**src/rtl/fxalu_pkg.sv**
```systemverilog
package fxalu_pkg;

    typedef enum logic [3:0] {
        OP_ADD  = 4'd0,
        OP_SUB  = 4'd1,
        OP_INC  = 4'd2,
        OP_DEC  = 4'd3,
        OP_MUL  = 4'd4,
        OP_AND  = 4'd5,
        OP_OR   = 4'd6,
        OP_NAND = 4'd7,
        OP_NOR  = 4'd8,
        OP_XOR  = 4'd9,
        OP_XNOR = 4'd10,
        OP_NOT  = 4'd11,
        OP_BUF  = 4'd12,
        OP_CONJ = 4'd13
    } op_e;

    // lane flags: index 1 = upper lane, index 0 = lower lane / full word
    typedef struct packed {
        logic [1:0] cy;
        logic [1:0] ov;
    } flag_t;

    function automatic logic is_logic_op(logic [3:0] o);
        return (o >= OP_AND) && (o <= OP_BUF);
    endfunction

endpackage

```
**src/rtl/prefix_add.sv**
```systemverilog
// Parallel-prefix (log-depth) adder with carry-in.
module prefix_add #(
    parameter int W = 8
) (
    input  logic [W-1:0] x,
    input  logic [W-1:0] y,
    input  logic         cin,
    output logic [W-1:0] sum,
    output logic         cout
);
    localparam int LV = (W > 1) ? $clog2(W) : 1;

    logic [W-1:0] gl [0:LV];
    logic [W-1:0] pl [0:LV];
    logic [W-1:0] cv;

    assign gl[0] = x & y;
    assign pl[0] = x ^ y;

    for (genvar l = 0; l < LV; l++) begin : g_lvl
        localparam int D = 1 << l;
        for (genvar i = 0; i < W; i++) begin : g_bit
            if (i >= D) begin : g_merge
                assign gl[l+1][i] = gl[l][i] | (pl[l][i] & gl[l][i-D]);
                assign pl[l+1][i] = pl[l][i] & pl[l][i-D];
            end else begin : g_pass
                assign gl[l+1][i] = gl[l][i];
                assign pl[l+1][i] = pl[l][i];
            end
        end
    end

    assign cv[0] = cin;
    for (genvar i = 1; i < W; i++) begin : g_carry
        assign cv[i] = gl[LV][i-1] | (pl[LV][i-1] & cin);
    end

    assign sum  = pl[0] ^ cv;
    assign cout = gl[LV][W-1] | (pl[LV][W-1] & cin);

endmodule

```
**src/rtl/seg_adder.sv**
```systemverilog
// Segmented adder: prefix lower half, carry-select upper half.
// split=1 cuts the carry between halves (two independent lanes).
module seg_adder #(
    parameter int DW = 16
) (
    input  logic          split,
    input  logic [DW-1:0] x,
    input  logic [DW-1:0] y,
    input  logic          cin_lo,
    input  logic          cin_hi,
    output logic [DW-1:0] sum,
    output logic [1:0]    cy,
    output logic [1:0]    ov
);
    localparam int HW = DW / 2;

    logic [HW-1:0] s_lo, s_up0, s_up1, s_up;
    logic          c_lo, c_up0, c_up1, c_up, sel;
    logic          ov_lo, ov_up;

    prefix_add #(.W(HW)) u_lo (
        .x(x[HW-1:0]), .y(y[HW-1:0]), .cin(cin_lo), .sum(s_lo), .cout(c_lo)
    );
    prefix_add #(.W(HW)) u_up0 (
        .x(x[DW-1:HW]), .y(y[DW-1:HW]), .cin(1'b0), .sum(s_up0), .cout(c_up0)
    );
    prefix_add #(.W(HW)) u_up1 (
        .x(x[DW-1:HW]), .y(y[DW-1:HW]), .cin(1'b1), .sum(s_up1), .cout(c_up1)
    );

    assign sel  = split ? cin_hi : c_lo;
    assign s_up = sel ? s_up1 : s_up0;
    assign c_up = sel ? c_up1 : c_up0;
    assign sum  = {s_up, s_lo};

    assign ov_up = (x[DW-1] == y[DW-1]) && (s_up[HW-1] != x[DW-1]);
    assign ov_lo = (x[HW-1] == y[HW-1]) && (s_lo[HW-1] != x[HW-1]);

    assign cy = split ? {c_up, c_lo}   : {1'b0, c_up};
    assign ov = split ? {ov_up, ov_lo} : {1'b0, ov_up};

endmodule

```
**src/rtl/logic_unit.sv**
```systemverilog
module logic_unit #(
    parameter int DW = 16
) (
    input  logic [3:0]    op,
    input  logic [DW-1:0] x,
    input  logic [DW-1:0] y,
    output logic [DW-1:0] z
);
    import fxalu_pkg::*;

    always_comb begin
        case (op)
            OP_AND:  z = x & y;
            OP_OR:   z = x | y;
            OP_NAND: z = ~(x & y);
            OP_NOR:  z = ~(x | y);
            OP_XOR:  z = x ^ y;
            OP_XNOR: z = ~(x ^ y);
            OP_NOT:  z = ~x;
            OP_BUF:  z = x;
            default: z = '0;
        endcase
    end

endmodule

```
**src/rtl/mult_unit.sv**
```systemverilog
module mult_unit #(
    parameter int DW = 16
) (
    input  logic [DW-1:0]   x,
    input  logic [DW-1:0]   y,
    output logic [2*DW-1:0] p
);
    logic signed [2*DW-1:0] xs, ys;

    assign xs = {{DW{x[DW-1]}}, x};
    assign ys = {{DW{y[DW-1]}}, y};
    assign p  = xs * ys;

endmodule

```
**src/rtl/fx_alu_rc.sv**
```systemverilog
module fx_alu_rc #(
    parameter int DW = 16
) (
    input  logic          clk,
    input  logic          rst,
    input  logic          in_valid,
    input  logic [3:0]    op,
    input  logic          cplx,
    input  logic [DW-1:0] a,
    input  logic [DW-1:0] b,
    output logic          out_valid,
    output logic [DW-1:0] res_lo,
    output logic [DW-1:0] res_hi,
    output logic [1:0]    carry_out,
    output logic [1:0]    ovf
);
    import fxalu_pkg::*;

    localparam int HW = DW / 2;

    // stage 1: captured operands
    logic          v1;
    logic [3:0]    op_q;
    logic          cplx_q;
    logic [DW-1:0] a_q, b_q;

    always_ff @(posedge clk) begin
        if (rst) begin
            v1     <= 1'b0;
            op_q   <= '0;
            cplx_q <= 1'b0;
            a_q    <= '0;
            b_q    <= '0;
        end else begin
            v1 <= in_valid;
            if (in_valid) begin
                op_q   <= op;
                cplx_q <= cplx;
                a_q    <= a;
                b_q    <= b;
            end
        end
    end

    // operand steering into the shared adder
    logic          use_add, cin_lo, cin_hi;
    logic [DW-1:0] add_a, add_b, add_sum, lu_y;
    logic [1:0]    add_cy, add_ov;
    logic [2*DW-1:0] prod;

    always_comb begin
        use_add = 1'b0;
        add_a   = a_q;
        add_b   = b_q;
        cin_lo  = 1'b0;
        cin_hi  = 1'b0;
        if (!cplx_q) begin
            case (op_q)
                OP_ADD: use_add = 1'b1;
                OP_SUB: begin use_add = 1'b1; add_b = ~b_q; cin_lo = 1'b1; end
                OP_INC: begin use_add = 1'b1; add_b = DW'(1); end
                OP_DEC: begin use_add = 1'b1; add_b = '1; end
                default: ;
            endcase
        end else begin
            case (op_q)
                OP_ADD: use_add = 1'b1;
                OP_SUB: begin
                    use_add = 1'b1; add_b = ~b_q; cin_lo = 1'b1; cin_hi = 1'b1;
                end
                OP_CONJ: begin
                    use_add = 1'b1;
                    add_a   = {a_q[DW-1:HW], {HW{1'b0}}};
                    add_b   = {{HW{1'b0}}, ~a_q[HW-1:0]};
                    cin_lo  = 1'b1;
                end
                default: ;
            endcase
        end
    end

    seg_adder #(.DW(DW)) u_add (
        .split(cplx_q), .x(add_a), .y(add_b), .cin_lo(cin_lo), .cin_hi(cin_hi),
        .sum(add_sum), .cy(add_cy), .ov(add_ov)
    );

    logic_unit #(.DW(DW)) u_log (.op(op_q), .x(a_q), .y(b_q), .z(lu_y));

    mult_unit #(.DW(DW)) u_mul (.x(a_q), .y(b_q), .p(prod));

    // result select
    logic [DW-1:0] nxt_lo, nxt_hi;
    flag_t         nxt_f;

    always_comb begin
        nxt_lo = '0;
        nxt_hi = '0;
        nxt_f  = '0;
        if (use_add) begin
            nxt_lo   = add_sum;
            nxt_f.cy = add_cy;
            nxt_f.ov = add_ov;
        end else if (!cplx_q && op_q == OP_MUL) begin
            {nxt_hi, nxt_lo} = prod;
        end else if (!cplx_q && is_logic_op(op_q)) begin
            nxt_lo = lu_y;
        end
    end

    // stage 2: outputs
    always_ff @(posedge clk) begin
        if (rst) begin
            out_valid <= 1'b0;
            res_lo    <= '0;
            res_hi    <= '0;
            carry_out <= '0;
            ovf       <= '0;
        end else begin
            out_valid <= v1;
            if (v1) begin
                res_lo    <= nxt_lo;
                res_hi    <= nxt_hi;
                carry_out <= nxt_f.cy;
                ovf       <= nxt_f.ov;
            end
        end
    end


    real_add_chk: assert property (@(posedge clk) disable iff (rst)
        (use_add && !cplx_q) |->
        ({add_cy[0], add_sum} == ({1'b0, add_a} + {1'b0, add_b} + {{DW{1'b0}}, cin_lo})));


    lane_lo_chk: assert property (@(posedge clk) disable iff (rst)
        (use_add && cplx_q) |->
        (add_sum[HW-1:0] == HW'(add_a[HW-1:0] + add_b[HW-1:0] + {{(HW-1){1'b0}}, cin_lo})));


    lane_hi_chk: assert property (@(posedge clk) disable iff (rst)
        (use_add && cplx_q) |->
        (add_sum[DW-1:HW] == HW'(add_a[DW-1:HW] + add_b[DW-1:HW] + {{(HW-1){1'b0}}, cin_hi})));


    logic_flags_chk: assert property (@(posedge clk) disable iff (rst)
        (v1 && !cplx_q && is_logic_op(op_q)) |=> (carry_out == 2'b00 && ovf == 2'b00 && res_hi == '0));


    idle_hold_chk: assert property (@(posedge clk) disable iff (rst)
        !v1 |=> ($stable(res_lo) && $stable(res_hi) && $stable(carry_out) && $stable(ovf)));


    reset_clear_chk: assert property (@(posedge clk)
        rst |=> (!out_valid && res_lo == '0 && res_hi == '0 && carry_out == 2'b00 && ovf == 2'b00));

endmodule

```
**config.mk**
```make
export PLATFORM = sky130hd
export DESIGN_NAME = fx_alu_rc
export DESIGN_NICKNAME = d
export VERILOG_FILES = /design/src/rtl/fxalu_pkg.sv /design/src/rtl/prefix_add.sv /design/src/rtl/seg_adder.sv /design/src/rtl/logic_unit.sv /design/src/rtl/mult_unit.sv /design/src/rtl/fx_alu_rc.sv
export SDC_FILE = /design/constraint.sdc
export NUM_CORES = 1
export LEC_CHECK = 0
export ABC_AREA = 1
export ABC_CLOCK_PERIOD_IN_PS = 6300
export BUFFER_PORTS_ARGS = -buffer_cell sky130_fd_sc_hd__clkbuf_2
export CAP_MARGIN = 40
export CORE_MARGIN = 2
export CORE_UTILIZATION = 65
export CTS_CLUSTER_DIAMETER = 60
export CTS_CLUSTER_SIZE = 40
export DETAILED_ROUTE_END_ITERATION = 6
export PLACE_DENSITY = 0.84
export SKIP_CTS_REPAIR_TIMING = 1
export SLEW_MARGIN = 15
export SYNTH_ARGS = -nofsm -noshare
export SYNTH_HDL_FRONTEND = slang
export SYNTH_SLANG_ARGS = --single-unit
export TNS_END_PERCENT = 10
```
**constraint.sdc**
```tcl
create_clock -name clk -period 6.3 [get_ports clk]
set_input_delay 0.63 -clock clk [delete_from_list [all_inputs] [get_ports clk]]
set_output_delay 0.63 -clock clk [all_outputs]
set_load 0.01 [all_outputs]
```
Word-level counts from Yosys, hierarchy flattened
Index checks and enable logic that the tools add are counted.
{"block": "word_totals", "ff_bits": 75}
{"block": "op_classes", "n_reduce_logical": 10, "multipliers": 1, "muxes": 23, "n_lt_le_gt_ge": 2, "eq_ne": 17, "n_bitwise": 142}
{"cell": "$pmux W16 S8", "n": 1}
{"cell": "$mux W16", "n": 6}
{"cell": "$not A16 Y16", "n": 5}
{"cell": "$and A1 B1 Y1", "n": 76}
{"cell": "$or A1 B1 Y1", "n": 50}
{"cell": "$pmux W16 S3", "n": 1}
{"cell": "$xor A8 B8 Y8", "n": 5}
{"cell": "$mul A16 B16 Y32", "n": 1}
{"cell": "$pmux W16 S2", "n": 1}
{"cell": "$eq A4 B4 Y1 const B", "n": 6}
{"cell": "$mux W8", "n": 3}
{"cell": "$and A16 B16 Y16", "n": 1}
{"cell": "$and A8 B8 Y8", "n": 2}
{"cell": "$eq A4 B3 Y1 const B", "n": 4}
{"cell": "$or A16 B16 Y16", "n": 1}
{"cell": "$xor A16 B16 Y16", "n": 1}
{"cell": "$eq A4 B2 Y1 const B", "n": 2}
{"cell": "$mux W1", "n": 8}
{"cell": "$not A8 Y8", "n": 1}
{"cell": "$logic_and A1 B1 Y1", "n": 5}
{"cell": "$eq A4 B1 Y1 const B", "n": 1}
{"cell": "$ge A4 B3 Y1 const B", "n": 1}
{"cell": "$le A4 B4 Y1 const B", "n": 1}
{"cell": "$logic_not A4 Y1", "n": 1}
{"cell": "8 further kinds", "n": 11}

Logic depth before layout (Yosys ltp)
{"block": "logic_depth", "depth_word": 17, "depth_mapped": 28, "depth_no_buf": 26}

Modules after synthesis
Synthesis repeated with hierarchy kept, for this count alone.
{"block": "unflattened", "cells_unflattened": 2657, "hier_area_um2": 17869.6}
{"module": "mult_unit", "cells_per_inst": 1462, "instances": 1, "area_per_inst_um2": 10794.1}
{"module": "fx_alu_rc", "cells_per_inst": 603, "instances": 1, "area_per_inst_um2": 3766.1}
{"module": "logic_unit", "cells_per_inst": 311, "instances": 1, "area_per_inst_um2": 1746.7}
{"module": "prefix_add", "cells_per_inst": 79, "instances": 3, "area_per_inst_um2": 426.7}
{"module": "seg_adder", "cells_per_inst": 44, "instances": 1, "area_per_inst_um2": 282.8}

Worst setup path after synthesis
No wires, ideal clock.
{"block": "synth_timing", "kind": "reg2reg", "from": "register a_q[15]", "to": "register res_hi[8]", "period_less_slack_ns": 5.777, "setup_time_ns": 0.132, "arrival_ns": 5.645, "path_stages_with_launch": 21, "setup_slack_ns": 0.523, "cell_sequence": "dfxtp_1 -> clkbuf_1 -> buf_1 -> nand2_1 -> fa_1 -> inv_1 -> fa_1 -> fa_1 -> fa_1 -> fa_1 -> inv_1 -> fa_1 -> inv_1 -> ha_1 -> a21o_1 -> o21bai_1 -> a21oi_1 -> nand3_1 -> or2_2 -> nand3_1 -> a21oi_1"}
{"block": "synth_via", "elab_chain_len": 3}
{"item": "start, declared", "line_no": "fx_alu_rc.sv:25", "rtl": "logic [DW-1:0] a_q, b_q;"}
{"item": "start signal, assigned", "line_no": "fx_alu_rc.sv:32", "rtl": "a_q <= '0;"}
{"item": "start signal, assigned", "line_no": "fx_alu_rc.sv:39", "rtl": "a_q <= a;"}
{"item": "$mul A16 B16 Y32", "line_no": "mult_unit.sv:12", "rtl": "assign p = xs * ys;"}
{"item": "$mux W16", "line_no": "fx_alu_rc.sv:103", "rtl": "end else if (!cplx_q && op_q == OP_MUL) begin"}
{"item": "$mux W16", "line_no": "fx_alu_rc.sv:99", "rtl": "if (use_add) begin"}
{"item": "end signal, assigned", "line_no": "fx_alu_rc.sv:122", "rtl": "res_hi <= nxt_hi;"}
{"item": "end, declared", "line_no": "fx_alu_rc.sv:13", "rtl": "output logic [DW-1:0] res_hi,"}
Every way passes these cells.
A chain may end at the register's enable or synchronous reset.

Worst setup path in the final report
{"block": "layout_timing", "from": "register b_q[7]", "to": "register res_hi[5]"}
{"block": "layout_via", "elab_chain_len": 3}
{"item": "start, declared", "line_no": "fx_alu_rc.sv:25"}
{"item": "start signal, assigned", "line_no": "fx_alu_rc.sv:33", "rtl": "b_q <= '0;"}
{"item": "start signal, assigned", "line_no": "fx_alu_rc.sv:40", "rtl": "b_q <= b;"}
{"item": "$mul A16 B16 Y32", "line_no": "mult_unit.sv:12"}
{"item": "$mux W16", "line_no": "fx_alu_rc.sv:103"}
{"item": "$mux W16", "line_no": "fx_alu_rc.sv:99"}
Every way passes these cells.

==> impl_results.md <==
- Final WL: 52850 um
- Max-slew violations: 0
- Die Y: 161.5 um
- Slowest CP cell: fa_1
- Total number of vias: 15260
- Final setup fails: 0
- Max-capacitance violation count: 0
- Hold Path Class: reg -> reg
- Total power: 3873 uW
- CTS tree: yes
- Post-Layout Inst Area: 0.01735 mm^2
- Fill count: 1964
- RSZ-0062 raised after global routing: no
- Pre-antenna DRT Iters: 6
- Starting density of the core: 0.6627
- Synthesized instance count: 2213
- Final Skew: 0.01033 ns
- Vias in the first global route: 15710
- Antenna violations before repair: 0
- Fin crit period: 6.159 ns
- Drt wl/cell: 20.36 um
- Actual slew at the worst max-slew pin: 0.9072 ns
- Core Area: 0.02432 mm^2
- Overall Global Routing Usage: 0.4252
- Pleak: 0.009822 uW
- Crit Path Category: reg -> reg
- Nets: 2702
- Fin. Hold Viols: 0
- Hpwl dp: 42860 um
- CP peak stage delay: 0.54 ns
- Crit-path most repeated cell: inv_1
- Grt ovf: 0
- # rows: 57
- Syn avg cell area: 7.282 um^2
- Mapped Area: 0.01612 mm^2
- Ratio of cells with drive above 1 in the final layout: 0.09859
- Worst Setup End Kind: register
- IO Pins: 77
- CP arrival: 6.38 ns
- Worst VDD drop: 0.2194 mV
- Most frequent cells in the layout: inv_1 (520), nand2_1 (481), fa_1 (262)
- Largest delay contributor family on the critical path: adder cells
- CTS sink count: 75
- Yosys top cell area share: 0.3267
- Most common cell after layout, fill and taps aside: inv_1
- Final cell count without fillers: 2596
- Cells along the critical path: ha_1, inv_1, fa_1, inv_1, fa_1, inv_1, fa_1, inv_1, fa_1, fa_1, inv_1, fa_1, inv_1, ha_1, a21oi_1, inv_1, a21oi_1, nor2_1, nor2_1, nand3_1, or2_2, nand3_1, a21oi_1
- Ys Warns: 0
- Sequential area share after synthesis: 0.09317
- N_diodes: 0
- Cts bufs inserted: 9
- Fmax: 162.4 MHz
- Yosys reg bits: 75
- CTS HTree Levels: 3
- Die Width: 161.5 um
- Clk buf depth: 2
- Inst Count DP: 2580
- Buf+Inv Stages, Crit Path: 7
- Synthesis-to-layout area growth: 7.663%
- Tcrit/Tclk final: 0.9776
- Antenna Nets Post-Route: 0
- Clock slew at reported path FFs: 0.08 ns
- GPL Wtd Cong: 1.022
- Die ar.: 0.02607 mm^2
- Largest net degree at the start of global routing: 48
- Post-route DRC: 0
- First-pass GRT wire length: 85050 um
- Synth area leader: fa_1
- Area after DPL: 0.01701 mm^2
- CP max FO: 10
- Vias per inst: 5.877
- Max-slew headroom: 0.3938
- Synthesized net count: 2648
- Sum Neg Setup Slack: 0 ns
- Worst-skew pair later-pin latency: 0.36 ns
- Async SR Flop Fraction: 0
- Status: finished, final reports clean
- Top FF cell, synth: dfxtp_1
- Type of origin of the critical path: register
- Synth top area cells: fa_1 (33%), inv_1 (12%), nand2_1 (11%)
- Netlist cell types: 54
- Pwr dens: 223.2 mW/mm^2
- Initial drt markers: 1855
- Utilization after layout: 0.7134
- WP data required: 6.52 ns
- Clock Tree Root: clkbuf_16
- Post-synth EDFFs: 0
- Port bufs: 76
registers in the layout, summed over array words and instances (netlist names):
| signal | count |
|---|---|
| a_q | 16 |
| b_q | 16 |
| carry_out | 2 |
| cplx_q | 1 |
| op_q | 4 |
| out_valid | 1 |
| ovf | 2 |
| res_hi | 16 |
| res_lo | 16 |
| v1 | 1 |
path summary, 6_finish.rpt:
| kind | from | end | slack [ns] | cells after the start |
|---|---|---|---|---|
| worst max-delay path | b_q[7]$_SDFFE_PP0P_ | res_hi[5]$_SDFFE_PP0P_ | 0.14 | 23 |
| worst min-delay path | ovf[1]$_SDFFE_PP0P_ | ovf[1]$_SDFFE_PP0P_ | 0.47 | 2 |
| worst max register to register | b_q[7]$_SDFFE_PP0P_ | res_hi[5]$_SDFFE_PP0P_ | 0.14 | 23 |
| worst min register to register | ovf[1]$_SDFFE_PP0P_ | ovf[1]$_SDFFE_PP0P_ | 0.47 | 2 |
worst register-to-register path: stages (launching register included):
cell and delay (ns):
dfxtp_2 0.51, ha_1 0.24, inv_1 0.09, fa_1 0.54, inv_1 0.06, fa_1 0.49
inv_1 0.05, fa_1 0.52, inv_1 0.05, fa_1 0.51, fa_1 0.52, inv_1 0.05
fa_1 0.51, inv_1 0.05, ha_1 0.38, a21oi_1 0.27, inv_1 0.09, a21oi_1 0.19
nor2_1 0.08, nor2_1 0.09, nand3_1 0.15, or2_2 0.32, nand3_1 0.17, a21oi_1 0.09
per-stage QoR:
stage               worst slack [ns]  hold slack [ns]
detailed placement           0.02034           0.4579
CTS                         -0.05641           0.4696
global route                0.002327           0.4833
global placement             0.09579           0.4521
finish                        0.1412           0.4706
floorplan                     0.5227           0.4900
synth_stat cells (12+ instances only):
| master | n |
|---|---|
| inv_1 | 521 |
| nand4_1 | 17 |
| nand3_1 | 70 |
| dfxtp_1 | 75 |
| ha_1 | 132 |
| a21oi_1 | 133 |
| nor3_1 | 15 |
| o21ai_0 | 131 |
| a211oi_1 | 14 |
| o211ai_1 | 14 |
| o22ai_1 | 12 |
| nor2_1 | 114 |
| clkbuf_1 | 78 |
| fa_1 | 263 |
| nand2_1 | 481 |
area by class of cell:
cell class / count / area (um^2) / share of cell area
Tap cell: 324 / 405.4 / 0.02336
Clock inverter: 7 / 93.84 / 0.005409
Clock buffer: 9 / 225.2 / 0.01298
Timing Repair Buffer: 138 / 874.6 / 0.05041
Multi-Input combinational cell: 1509 / 12230 / 0.7046
Inverter: 534 / 2009 / 0.1158
Sequential cell: 75 / 1516 / 0.08740
routing by layer:
metal | vias to the layer above | GRT usage | part of all wire
met1 | 7198 | 0.5754 | 0.38
met3 | 203 | 0.09527 | 0.12
met5 | - | 0 | 0
met2 | 1031 | 0.6674 | 0.45
li1 | 6824 | - | -
met4 | 0 | 0.1717 | 0.050
kinds of logic (layout without fill, tap and decap cells):
logic type,after synthesis,in the layout,synth area share
XOR/XNOR,18,18,0.009783
buffers and inverters,629,688,0.1484
AND/OR/NAND/NOR,748,748,0.2002
flip-flops,75,75,0.09317
AO/OA/AOI/OAI,348,348,0.1193
adder cells (fa/ha/maj),395,395,0.4292
power breakdown:
| group | leakage (uW) | switching (uW) | total, uW | internal (uW) |
|---|---|---|---|---|
| clock network | 0.000153 | 269 | 589 | 320 |
| registers | 0.000620 | 59.7 | 562 | 503 |
| logic | 0.00905 | 1740 | 2720 | 979 |
| total | 0.00982 | 2070 | 3870 | 1800 |
No activity file was read; power rests on OpenSTA's default activity.
